## src/rtl/scan_pkg.sv

```systemverilog
package scan_pkg;
  localparam int IR_W = 3;

  typedef enum logic [3:0] {
    TS_RESET, TS_IDLE,
    TS_SEL_DR, TS_CAP_DR, TS_SH_DR, TS_EX1_DR, TS_PAU_DR, TS_EX2_DR, TS_UPD_DR,
    TS_SEL_IR, TS_CAP_IR, TS_SH_IR, TS_EX1_IR, TS_PAU_IR, TS_EX2_IR, TS_UPD_IR
  } tap_state_e;

  localparam logic [IR_W-1:0] OP_EXTEST  = 3'b000;
  localparam logic [IR_W-1:0] OP_IDCODE  = 3'b001;
  localparam logic [IR_W-1:0] OP_SAMPLE  = 3'b010;
  localparam logic [IR_W-1:0] OP_INTEST  = 3'b100;
  localparam logic [IR_W-1:0] OP_STCTEST = 3'b101;
  localparam logic [IR_W-1:0] OP_BYPASS  = 3'b111;
  localparam logic [IR_W-1:0] IR_CAPTURE = 3'b001;

  function automatic tap_state_e tap_next(input tap_state_e s, input logic m);
    case (s)
      TS_RESET:  return m ? TS_RESET  : TS_IDLE;
      TS_IDLE:   return m ? TS_SEL_DR : TS_IDLE;
      TS_SEL_DR: return m ? TS_SEL_IR : TS_CAP_DR;
      TS_CAP_DR: return m ? TS_EX1_DR : TS_SH_DR;
      TS_SH_DR:  return m ? TS_EX1_DR : TS_SH_DR;
      TS_EX1_DR: return m ? TS_UPD_DR : TS_PAU_DR;
      TS_PAU_DR: return m ? TS_EX2_DR : TS_PAU_DR;
      TS_EX2_DR: return m ? TS_UPD_DR : TS_SH_DR;
      TS_UPD_DR: return m ? TS_SEL_DR : TS_IDLE;
      TS_SEL_IR: return m ? TS_RESET  : TS_CAP_IR;
      TS_CAP_IR: return m ? TS_EX1_IR : TS_SH_IR;
      TS_SH_IR:  return m ? TS_EX1_IR : TS_SH_IR;
      TS_EX1_IR: return m ? TS_UPD_IR : TS_PAU_IR;
      TS_PAU_IR: return m ? TS_EX2_IR : TS_PAU_IR;
      TS_EX2_IR: return m ? TS_UPD_IR : TS_SH_IR;
      TS_UPD_IR: return m ? TS_SEL_DR : TS_IDLE;
      default:   return TS_RESET;
    endcase
  endfunction
endpackage

```

## src/rtl/tap_fsm.sv

```systemverilog
module tap_fsm
  import scan_pkg::*;
(
  input  logic       tck,
  input  logic       trst_n,
  input  logic       tms,
  output tap_state_e state
);
  always_ff @(posedge tck or negedge trst_n) begin
    if (!trst_n) state <= TS_RESET;
    else         state <= tap_next(state, tms);
  end


  reset_hold_chk: assert property (@(posedge tck) disable iff (!trst_n)
    (state == TS_RESET && tms) |=> (state == TS_RESET));
endmodule

```

## src/rtl/tap_ir.sv

```systemverilog
module tap_ir
  import scan_pkg::*;
(
  input  logic            tck,
  input  logic            trst_n,
  input  tap_state_e      state,
  input  logic            tdi,
  output logic            ir_so,
  output logic [IR_W-1:0] opcode
);
  logic [IR_W-1:0] ir_sr;

  always_ff @(posedge tck or negedge trst_n) begin
    if (!trst_n) begin
      ir_sr <= IR_CAPTURE;
    end else if (state == TS_CAP_IR) begin
      ir_sr <= IR_CAPTURE;
    end else if (state == TS_SH_IR) begin
      ir_sr <= {tdi, ir_sr[IR_W-1:1]};
    end
  end

  always_ff @(posedge tck or negedge trst_n) begin
    if (!trst_n)                 opcode <= OP_IDCODE;
    else if (state == TS_RESET)  opcode <= OP_IDCODE;
    else if (state == TS_UPD_IR) opcode <= ir_sr;
  end

  assign ir_so = ir_sr[0];


  ir_capture_chk: assert property (@(posedge tck) disable iff (!trst_n)
    (state == TS_CAP_IR) |=> (ir_sr == IR_CAPTURE));


  opcode_hold_chk: assert property (@(posedge tck) disable iff (!trst_n)
    (state != TS_UPD_IR && state != TS_RESET) |=> $stable(opcode));
endmodule

```

## src/rtl/tap_decode.sv

```systemverilog
module tap_decode
  import scan_pkg::*;
(
  input  logic [IR_W-1:0] opcode,
  output logic            sel_bsr,
  output logic            sel_id,
  output logic            sel_byp,
  output logic            test_mode
);
  always_comb begin
    sel_bsr   = 1'b0;
    sel_id    = 1'b0;
    sel_byp   = 1'b0;
    test_mode = 1'b0;
    case (opcode)
      OP_EXTEST, OP_INTEST: begin
        sel_bsr   = 1'b1;
        test_mode = 1'b1;
      end
      OP_SAMPLE, OP_STCTEST: sel_bsr = 1'b1;
      OP_IDCODE:             sel_id  = 1'b1;
      default:               sel_byp = 1'b1;
    endcase
  end


  always_comb begin
    one_path_chk: assert ($onehot({sel_bsr, sel_id, sel_byp}));
  end
endmodule

```

## src/rtl/tap_dreg.sv

```systemverilog
module tap_dreg
  import scan_pkg::*;
#(
  parameter int          ID_W    = 32,
  parameter logic [31:0] ID_WORD = 32'h0000_0001
) (
  input  logic       tck,
  input  logic       trst_n,
  input  tap_state_e state,
  input  logic       tdi,
  input  logic       sel_id,
  input  logic       sel_byp,
  output logic       id_so,
  output logic       byp_so
);
  logic [ID_W-1:0] id_sr;
  logic            byp_q;

  always_ff @(posedge tck or negedge trst_n) begin
    if (!trst_n) begin
      id_sr <= ID_WORD[ID_W-1:0];
    end else if (sel_id) begin
      if (state == TS_CAP_DR)     id_sr <= ID_WORD[ID_W-1:0];
      else if (state == TS_SH_DR) id_sr <= {tdi, id_sr[ID_W-1:1]};
    end
  end

  always_ff @(posedge tck or negedge trst_n) begin
    if (!trst_n) begin
      byp_q <= 1'b0;
    end else if (sel_byp) begin
      if (state == TS_CAP_DR)     byp_q <= 1'b0;
      else if (state == TS_SH_DR) byp_q <= tdi;
    end
  end

  assign id_so  = id_sr[0];
  assign byp_so = byp_q;


  byp_capture_chk: assert property (@(posedge tck) disable iff (!trst_n)
    (state == TS_CAP_DR && sel_byp) |=> (byp_q == 1'b0));


  id_capture_chk: assert property (@(posedge tck) disable iff (!trst_n)
    (state == TS_CAP_DR && sel_id) |=> (id_sr[0] == 1'b1));
endmodule

```

## src/rtl/scan_tap.sv

```systemverilog
module scan_tap
  import scan_pkg::*;
#(
  parameter logic [3:0]  ID_VERSION = 4'h1,
  parameter logic [15:0] ID_PART    = 16'h0001,
  parameter logic [10:0] ID_MAKER   = 11'h001
) (
  input  logic tck,
  input  logic trst_n,
  input  logic tms,
  input  logic tdi,
  output logic tdo,
  output logic tdo_oe,
  input  logic bsr_so,
  output logic bsr_capture,
  output logic bsr_shift,
  output logic bsr_update,
  output logic bsr_test_mode
);
  localparam logic [31:0] ID_WORD = {ID_VERSION, ID_PART, ID_MAKER, 1'b1};

  tap_state_e      state;
  logic [IR_W-1:0] opcode;
  logic            ir_so, id_so, byp_so;
  logic            sel_bsr, sel_id, sel_byp, test_mode;
  logic            ir_path, out_bit, shifting;

  tap_fsm u_fsm (.tck(tck), .trst_n(trst_n), .tms(tms), .state(state));

  tap_ir u_ir (
    .tck(tck), .trst_n(trst_n), .state(state), .tdi(tdi),
    .ir_so(ir_so), .opcode(opcode)
  );

  tap_decode u_dec (
    .opcode(opcode), .sel_bsr(sel_bsr), .sel_id(sel_id),
    .sel_byp(sel_byp), .test_mode(test_mode)
  );

  tap_dreg #(.ID_W(32), .ID_WORD(ID_WORD)) u_dreg (
    .tck(tck), .trst_n(trst_n), .state(state), .tdi(tdi),
    .sel_id(sel_id), .sel_byp(sel_byp), .id_so(id_so), .byp_so(byp_so)
  );

  always_comb begin
    case (state)
      TS_RESET, TS_IDLE, TS_SEL_IR, TS_CAP_IR, TS_SH_IR,
      TS_EX1_IR, TS_PAU_IR, TS_EX2_IR, TS_UPD_IR: ir_path = 1'b1;
      default:                                    ir_path = 1'b0;
    endcase
  end

  always_comb begin
    if (ir_path)      out_bit = ir_so;
    else if (sel_id)  out_bit = id_so;
    else if (sel_byp) out_bit = byp_so;
    else              out_bit = bsr_so;
  end

  assign shifting = (state == TS_SH_DR) || (state == TS_SH_IR);

  always_ff @(negedge tck or negedge trst_n) begin
    if (!trst_n) begin
      tdo    <= 1'b0;
      tdo_oe <= 1'b0;
    end else begin
      tdo    <= out_bit;
      tdo_oe <= shifting;
    end
  end

  assign bsr_capture   = sel_bsr && (state == TS_CAP_DR);
  assign bsr_shift     = sel_bsr && (state == TS_SH_DR);
  assign bsr_update    = sel_bsr && (state == TS_UPD_DR);
  assign bsr_test_mode = test_mode;


  oe_only_shift_chk: assert property (@(posedge tck) disable iff (!trst_n)
    tdo_oe |-> (state == TS_SH_DR || state == TS_SH_IR));


  strobe_excl_chk: assert property (@(posedge tck) disable iff (!trst_n)
    $onehot0({bsr_capture, bsr_shift, bsr_update}));


  test_mode_path_chk: assert property (@(posedge tck) disable iff (!trst_n)
    bsr_test_mode |-> !(sel_id || sel_byp));
endmodule

```

## config.mk

```make
export PLATFORM = sky130hd
export DESIGN_NAME = scan_tap
export DESIGN_NICKNAME = d
export VERILOG_FILES = /design/src/rtl/scan_pkg.sv /design/src/rtl/tap_fsm.sv /design/src/rtl/tap_ir.sv /design/src/rtl/tap_decode.sv /design/src/rtl/tap_dreg.sv /design/src/rtl/scan_tap.sv
export SDC_FILE = /design/constraint.sdc
export NUM_CORES = 1
export LEC_CHECK = 0
export ABC_AREA = 1
export CORE_AREA = 2 2 76 78
export DETAILED_ROUTE_END_ITERATION = 8
export DIE_AREA = 0 0 78 80
export GPL_TIMING_DRIVEN = 0
export HOLD_SLACK_MARGIN = 0.15
export PLACE_DENSITY = 0.63
export SYNTH_ARGS = -nofsm -noshare
export SYNTH_HDL_FRONTEND = slang
export SYNTH_HIERARCHICAL = 1
export SYNTH_SLANG_ARGS = --single-unit
```

## constraint.sdc

```tcl
create_clock -name tck -period 1.95 [get_ports tck]
set_clock_uncertainty 0.1 [all_clocks]
set_input_delay 0.195 -clock tck [delete_from_list [all_inputs] [get_ports tck]]
set_output_delay 0.195 -clock tck [all_outputs]
set_load 0.1 [all_outputs]
```

Word level (Yosys, flattened, before mapping)
Memories as Yosys holds them, arrays and structs flattened.
Index checks and enable logic that the tools add are counted.
- bits of input ports: 5
- memories: 1
- RAM bits: 0
- bits in latches: 0
- ROM bits: 16
- bits in registers: 45
- logic and storage cells: 72
- shifts and indexed selects: 0
- eq/ne operators: 19
- order comparisons: 0
- add/sub/neg operators: 0
- muxes and demuxes: 27
- multiply operators: 0
- divide/modulo/power cells: 0
- bitwise logic cells: 1
- reduce and logical (&&, ||, !) cells: 17
- memory list (name ; words ; width ; rd ports ; clocked after Yosys merged registers in ; write ports ; line ; RTL):
    (no name shown) ; 16 ; 1 ; 1 ; 0 ; 0 ; scan_tap.sv:46 ; case (state)
- operator list (cell ; count):
    2-to-1 mux 32 bit ; 2
    one-hot mux 4 bit (12 select lines) ; 1
    == test 4 bit (second input constant) ; 8
    2-to-1 mux 3 bit ; 6
    == test 4 x 3 -> 1 bit (second input constant) ; 4
    2-to-1 mux 4 bit ; 4
    2-to-1 mux 1 bit ; 11
    == test 4 x 2 -> 1 bit (second input constant) ; 2
    == test 3 bit (second input constant) ; 2
    2-to-1 mux 2 bit ; 3
    nonzero test 2 bit ; 3
    OR reduction 2 bit ; 3
    OR reduction 5 bit ; 1
    == test 4 x 1 -> 1 bit (second input constant) ; 1
    logical NOT 4 bit ; 1
    AND reduction 2 bit ; 2
    OR reduction 4 bit ; 1
    == test 3 x 1 -> 1 bit (second input constant) ; 1
    == test 3 x 2 -> 1 bit (second input constant) ; 1
    logical AND 1 bit ; 3
    logical NOT 3 bit ; 1
    OR reduction 3 bit ; 1
    logical OR 1 bit ; 1
    inverter 1 bit ; 1

Longest topological paths before layout
Gate-level depths: netlist of run 1.
- depth in word-level cells: 5
- gate-level depth with buffers: 8
- depth with buffers taken out: 8

Cells and area by module
Netlist of run 1, hierarchy kept.
- by module, submodules not included (module ; times used ; cells an instance ; area each (µm²)):
    tap_dreg ; 1 ; 170 ; 1515.2
    tap_fsm ; 1 ; 59 ; 335.3
    tap_ir ; 1 ; 38 ; 287.8
    scan_tap ; 1 ; 27 ; 162.7
    tap_decode ; 1 ; 11 ; 41.3

==> reports/metrics.yaml, run 1 <==
antenna_cells: 0
slew_violations: 0
dr.pass1.iters: 6
gp_congestion: 0.828
tritoncts: "done"
synth_area_um2: 2340
io_pins: 11
netlist_instances: 305
seq_power_share_pct: 32.3
use_met2_pct: 29.9
wl_mm: 4.97
viasPerCell: 5.03
grt.busiest_layer: "met2"
p_leak_nw: 1.53
numCtsBuffers: 5
dp_hpwl_mm: 3.25
synthToLayoutAreaGrowth_pct: 20.8
p_switching_mw: 1.84
required_ps: 1020
clk_latency_ps: 290
combPwrFrac_pct: 49.9
grt_max_degree: 31
drive_gt1_share_pct: 26.6
clock-root-buffer: "clkbuf_8"
die_w_um: 78
antenna_found_initial: 0
crit_path_end_kind: "register"
cts.clk_slew.worst_paths_ps: 80
antenna_left: 0
die_h_um: 80
worstMarginPinSlew_ps: 544
hold_viol_final: 0
cp-start-kind: "register"
use_met3_pct: 3.39
max-clock-path-buffers: 2
r2r_cells: 9
clockPowerShare_pct: 17.7
fp-row-count: 27
p_int_mw: 2.25
setup_viol: 3
relSlewSlack_pct: 63.9
cap_violations: 0
num_vias: 2063
pre_cts_ws_ps: -822
crit_fanout: 5
crit_arrival_ps: 1350
syn-mean-instance-area_um2: 7.68
p_sw_share_pct: 45.0
syn-num-nets: 310
violations: "setup timing"
grt_pass1_vias: 1949
status: "complete, but fails checks"
overflow: 0
globalRouteMet1Util_pct: 23.5
ys.warnings.count: 6
utilization_pct: 52.3
drt_iter0_markers: 91
die-area_um2: 6240
yosysUniqueCellTypes: 23
track_usage_pct: 17.9
power_density_nw_per_um2: 1450
ys_seq_area_share_pct: 48.4
ys_ff_latch: 45
remaining_drc_errors: 0
critPathKind: "reg -> reg"
grt_pass1_wl_mm: 8.96
hp-class: "in -> async"
clock_sinks: 45
initial_core_util_pct: 43.3
finalNetCount: 342
ir_worst_vdd_mv: 0.713
portBuffers: 10
post_drt_wl_per_cell_um: 12.1
setup_ws_ps: -325
h-tree-depth: 2
rsz0062_at_grt: "true"
core_um2: 5410
==> power by group through the flow <==
stage	Clock (mW)	Sequential, mW	Combinational (mW)
2_1_floorplan	0	1.52	1.24
3_3_place_gp	0	1.44	1.70
3_5_place_dp	0	1.45	1.72
4_1_cts	0.754	1.32	2.01
5_1_grt	0.803	1.35	2.25
6_report	0.725	1.32	2.04
==> path summary, 6_finish.rpt <==
kind / start / end / slack (ps)
min reg2reg: u_dreg/id_sr[1]$_DFFE_PN1P_ / u_dreg/id_sr[1]$_DFFE_PN1P_ / 360
min: trst_n / u_ir/ir_sr[1]$_DFFE_PN0P_ / 250
max reg2reg: u_ir/opcode[2]$_DFFE_PN0P_ / tdo$_DFF_NN0_ / -320
max: u_ir/opcode[2]$_DFFE_PN0P_ / tdo$_DFF_NN0_ / -320
min in group tck: u_dreg/id_sr[1]$_DFFE_PN1P_ / u_dreg/id_sr[1]$_DFFE_PN1P_ / 360
max in group asynchronous: trst_n / tdo$_DFF_NN0_ / 140
==> flip-flops by register name, summed over array words and instances (netlist names) <==
signal	flops
u_fsm/state	4
u_ir/ir_sr	3
tdo	1
u_ir/opcode	3
tdo_oe	1
u_dreg/id_sr	32
u_dreg/byp_so	1
==> cells in the final DEF (no fill, tap or decap), drive strengths merged <==
master	count
clkdlybuf4s50	3
clkbuf	9
clkdlybuf4s15	1
nand4	31
nand3	20
dlygate4sd3	1
clkinv	1
o21bai	1
inv	30
buf	31
nor4	1
nand2	130
dfstp	6
dfrtn	2
dfrtp	37
nor2	24
a21oi	4
o31ai	1
bufinv	1
o21ai	4
==> cell families (layout without fill, tap and decap cells) <==
kind of cell,count (synthesis),in the layout,synth area share [%]
buffers and inverters,44,77,8.87
and+or+nand+nor,206,206,40.4
DFF,45,45,48.4
AOI/OAI and AO/OA,10,10,2.35
==> worst max-delay path, stage by stage, from the launching register on <==
cell and delay, ps:
dfrtp_2 440, nor2_2 130, nor2_2 60, buf_4 130, inv_2 30, nand2_1 40
nand3_1 60, nand2_1 50, nand2_1 50, nand2_1 60
==> per-stage QoR <==
| step | total power [mW] | area [um^2] | instances | hold WS [ps] | setup TNS (ps) |
|---|---|---|---|---|---|
| 2_1_floorplan | 2.76 | 2370 | 305 | -201 | -847 |
| 3_5_place_dp | 3.17 | 2570 | 388 | 46.0 | -3260 |
| 5_1_grt | 4.40 | 2830 | 410 | 283 | -965 |
| 3_3_place_gp | 3.14 | 2560 | 387 | 351 | -34220 |
| 6_report | 4.09 | 2830 | 410 | 249 | -803 |
| 4_1_cts | 4.08 | 2790 | 407 | 263 | -811 |
==> cell type report <==
type / count / area, um^2
Multi-Input combinational cell: 216 / 1040
Clock inverter: 1 / 30.0
Sequential cell: 45 / 1140
Buffer: 13 / 92.6
Fill cell: 526 / 2580
Inverter: 31 / 116
Clock buffer: 7 / 86.3
Timing Repair Buffer: 25 / 238
Tap cell: 72 / 90.1
==> Yosys cell counts (all sizes together) <==
library cell | count | share of area [%]
a21oi | 4 | 0.85
buf | 12 | 3.7
clkbuf | 1 | 0.16
clkinv | 1 | 0.16
dfrtn | 2 | 2.1
dfrtp | 37 | 40
dfstp | 6 | 6.7
inv | 30 | 4.8
nand2 | 130 | 23
nand3 | 20 | 4.3
nand4 | 31 | 8.3
nor2 | 24 | 4.5
nor4 | 1 | 0.27
o21ai | 4 | 0.85
o21bai | 1 | 0.32
o31ai | 1 | 0.32
==> repair_timing <==
action	4_1_cts	5_1_grt
hold buffers	1	0
resized for setup	41	8
setup endpoints to repair	8	17
setup buffers	10	3
hold endpoints to repair	39	0
pin swaps	7	5
==> routing by layer <==
layer	part of all wire, %	up-vias
li1	-	1040
met3	2.1	8
met4	1.8	0
met5	0	-
met2	49	29
met1	47	986
(Power assumes the default switching activity.)
==> run 2, diff against run 1 <==
CORE_AREA = 2 2 73 82   (was 2 2 76 78)
DIE_AREA = 0 0 75 84   (was 0 0 78 80)
PLACE_DENSITY = 0.62   (was 0.63)
==> reports/metrics.yaml, run 2 (synthesis results as in run 1) <==
status: "complete, but fails checks"
violations: "setup timing"
die_w_um: 75
post_drt_wl_per_cell_um: 11.5
p_sw_share_pct: 45.8
finalSetupTns_ps: -756
p_leak_nw: 1.51
utilization_pct: 50.1
grt_pass1_vias: 1898
whs_ps: 276
die_h_um: 84
hold_viol_final: 0
crit_path_end_kind: "register"
antenna_left: 0
io_pins: 11
dp_hpwl_mm: 3.17
rsz0062_at_grt: "true"
core_um2: 5550
power_mw: 3.92
crit_top_cell: "nand2_1"
fp-row-count: 29
p_switching_mw: 1.80
final_common_cell: "nand2_1"
required_ps: 1030
h-tree-depth: 2
track_usage_pct: 17.1
dr.pass1.iters: 4
synthToLayoutAreaGrowth_pct: 18.8
worstSetupPathDepth: 7
reg.largest.list: "u_dreg/id_sr: 32 flops, u_fsm/state: 4 flops"
clockPowerShare_pct: 16.0
crit_arrival_ps: 1300
max-clock-path-buffers: 2
antenna_cells: 0
num_vias: 1993
pre_cts_ws_ps: -834
numCtsBuffers: 5
largest_reg_flops: 32
cts.clk_slew.worst_paths_ps: 80
finalNetCount: 338
ir_worst_vdd_mv: 0.781
crit_fanout: 4
power_density_nw_per_um2: 1410
grt_pass1_wl_mm: 8.50
gp_congestion: 0.783
critical-path-top-delay-family: "flip-flops"
drive_gt1_share_pct: 24.9
remaining_drc_errors: 0
fin_area_um2: 2780
layout_common_cells: "nand2_1, dfrtp_1, nand4_1, inv_1, nand3_1"
cap_violations: 0
postPlaceCellArea_um2: 2580
overflow: 0
r2r_cells: 7
hp-class: "in -> async"
fill_cells: 547
cp.buffers_inverters: 0
cp-start-kind: "register"
grt_max_degree: 29
portBuffers: 10
setup_ws_ps: -277
relSlewSlack_pct: 64.3
clock-root-buffer: "clkbuf_8"
antenna_found_initial: 0
viasPerCell: 4.85
stdcell_count: 411
combPwrFrac_pct: 50.2
largest-register: "u_dreg/id_sr"
crit_slowest_cell: "dfstp_2"
clk_latency_ps: 290
critPathKind: "reg -> reg"
max_stage_delay_ps: 560
worstMarginPinSlew_ps: 538
die-area_um2: 6300
tritoncts: "done"
initial_core_util_pct: 42.2
setup_viol: 3
drt_iter0_markers: 161
path_cells: "nor2_1 > nor2_2 > nand2_1 > nand3_1 > nand2_1 > nand2_1 > nand2_1"
clock_sinks: 45
seq_power_share_pct: 33.8
slew_violations: 0
wl_mm: 4.73
p_int_mw: 2.12
place_inst: 393
-- run 2: cell count changes in the layout (fill, tap and decap cells not counted), sizes merged --
cell / before / now
buf: 31 / 28
bufinv: 1 / 0
clkdlybuf4s15: 1 / 0
clkinv: 1 / 2
-- run 2: per-layer routing --
metal	global-route usage, %	wire (um)	vias up
met3	4.23	105	2
li1	-	-	1029
met2	27.0	2360	15
met4	5.03	23	0
met5	0	0	-
met1	23.0	2250	947
-- run 2: cell type report --
| cell class | instances | area (um^2) | area share [%] |
|---|---|---|---|
| inverters | 31 | 116 | 4.18 |
| well taps | 77 | 96.3 | 3.46 |
| multi-input cells | 216 | 1030 | 37.1 |
| flip-flops and latches | 45 | 1140 | 40.9 |
| clock buffers | 7 | 96.3 | 3.46 |
| plain buffers | 12 | 87.6 | 3.15 |
| clock inverters | 1 | 5.00 | 0.180 |
| repair buffers | 22 | 211 | 7.60 |
-- run 2: path summary, 6_finish.rpt --
path                                              from                      endpoint  slack (ps)
max in group asynchronous                       trst_n              tdo_oe$_DFF_NN0_         280
max reg2reg                 u_ir/opcode[0]$_DFFE_PN1P_                 tdo$_DFF_NN0_        -280
max                         u_ir/opcode[0]$_DFFE_PN1P_                 tdo$_DFF_NN0_        -280
min reg2reg                u_dreg/id_sr[0]$_DFFE_PN1P_   u_dreg/id_sr[0]$_DFFE_PN1P_         370
min                                             trst_n  u_dreg/id_sr[23]$_DFFE_PN0P_         280
min in group tck           u_dreg/id_sr[0]$_DFFE_PN1P_   u_dreg/id_sr[0]$_DFFE_PN1P_         370
-- run 2: power groups by stage --
stage          Sequential, mW  Clock [mW]  Combinational [mW]
6_report                 1.32       0.627                1.97
5_1_grt                  1.35       0.704                2.20
4_1_cts                  1.33       0.651                1.96
3_5_place_dp             1.45           0                1.70
3_3_place_gp             1.44           0                1.69
2_1_floorplan            1.52           0                1.24
-- run 2: what timing repair did --
| action | 4_1_cts | 5_1_grt |
|---|---|---|
| setup endpoints to repair | 8 | 13 |
| hold buffers | 1 | 0 |
| pin swaps | 2 | 1 |
| resized for setup | 39 | 4 |
| hold endpoints to repair | 41 | 0 |
| buffers inserted | 9 | 1 |
-- run 2: worst register-to-register path, cell delays in order, from the launching register on --
cell	delay, ps
dfstp_2	560
nor2_1	50
nor2_2	120
nand2_1	70
nand3_1	60
nand2_1	60
nand2_1	50
nand2_1	40
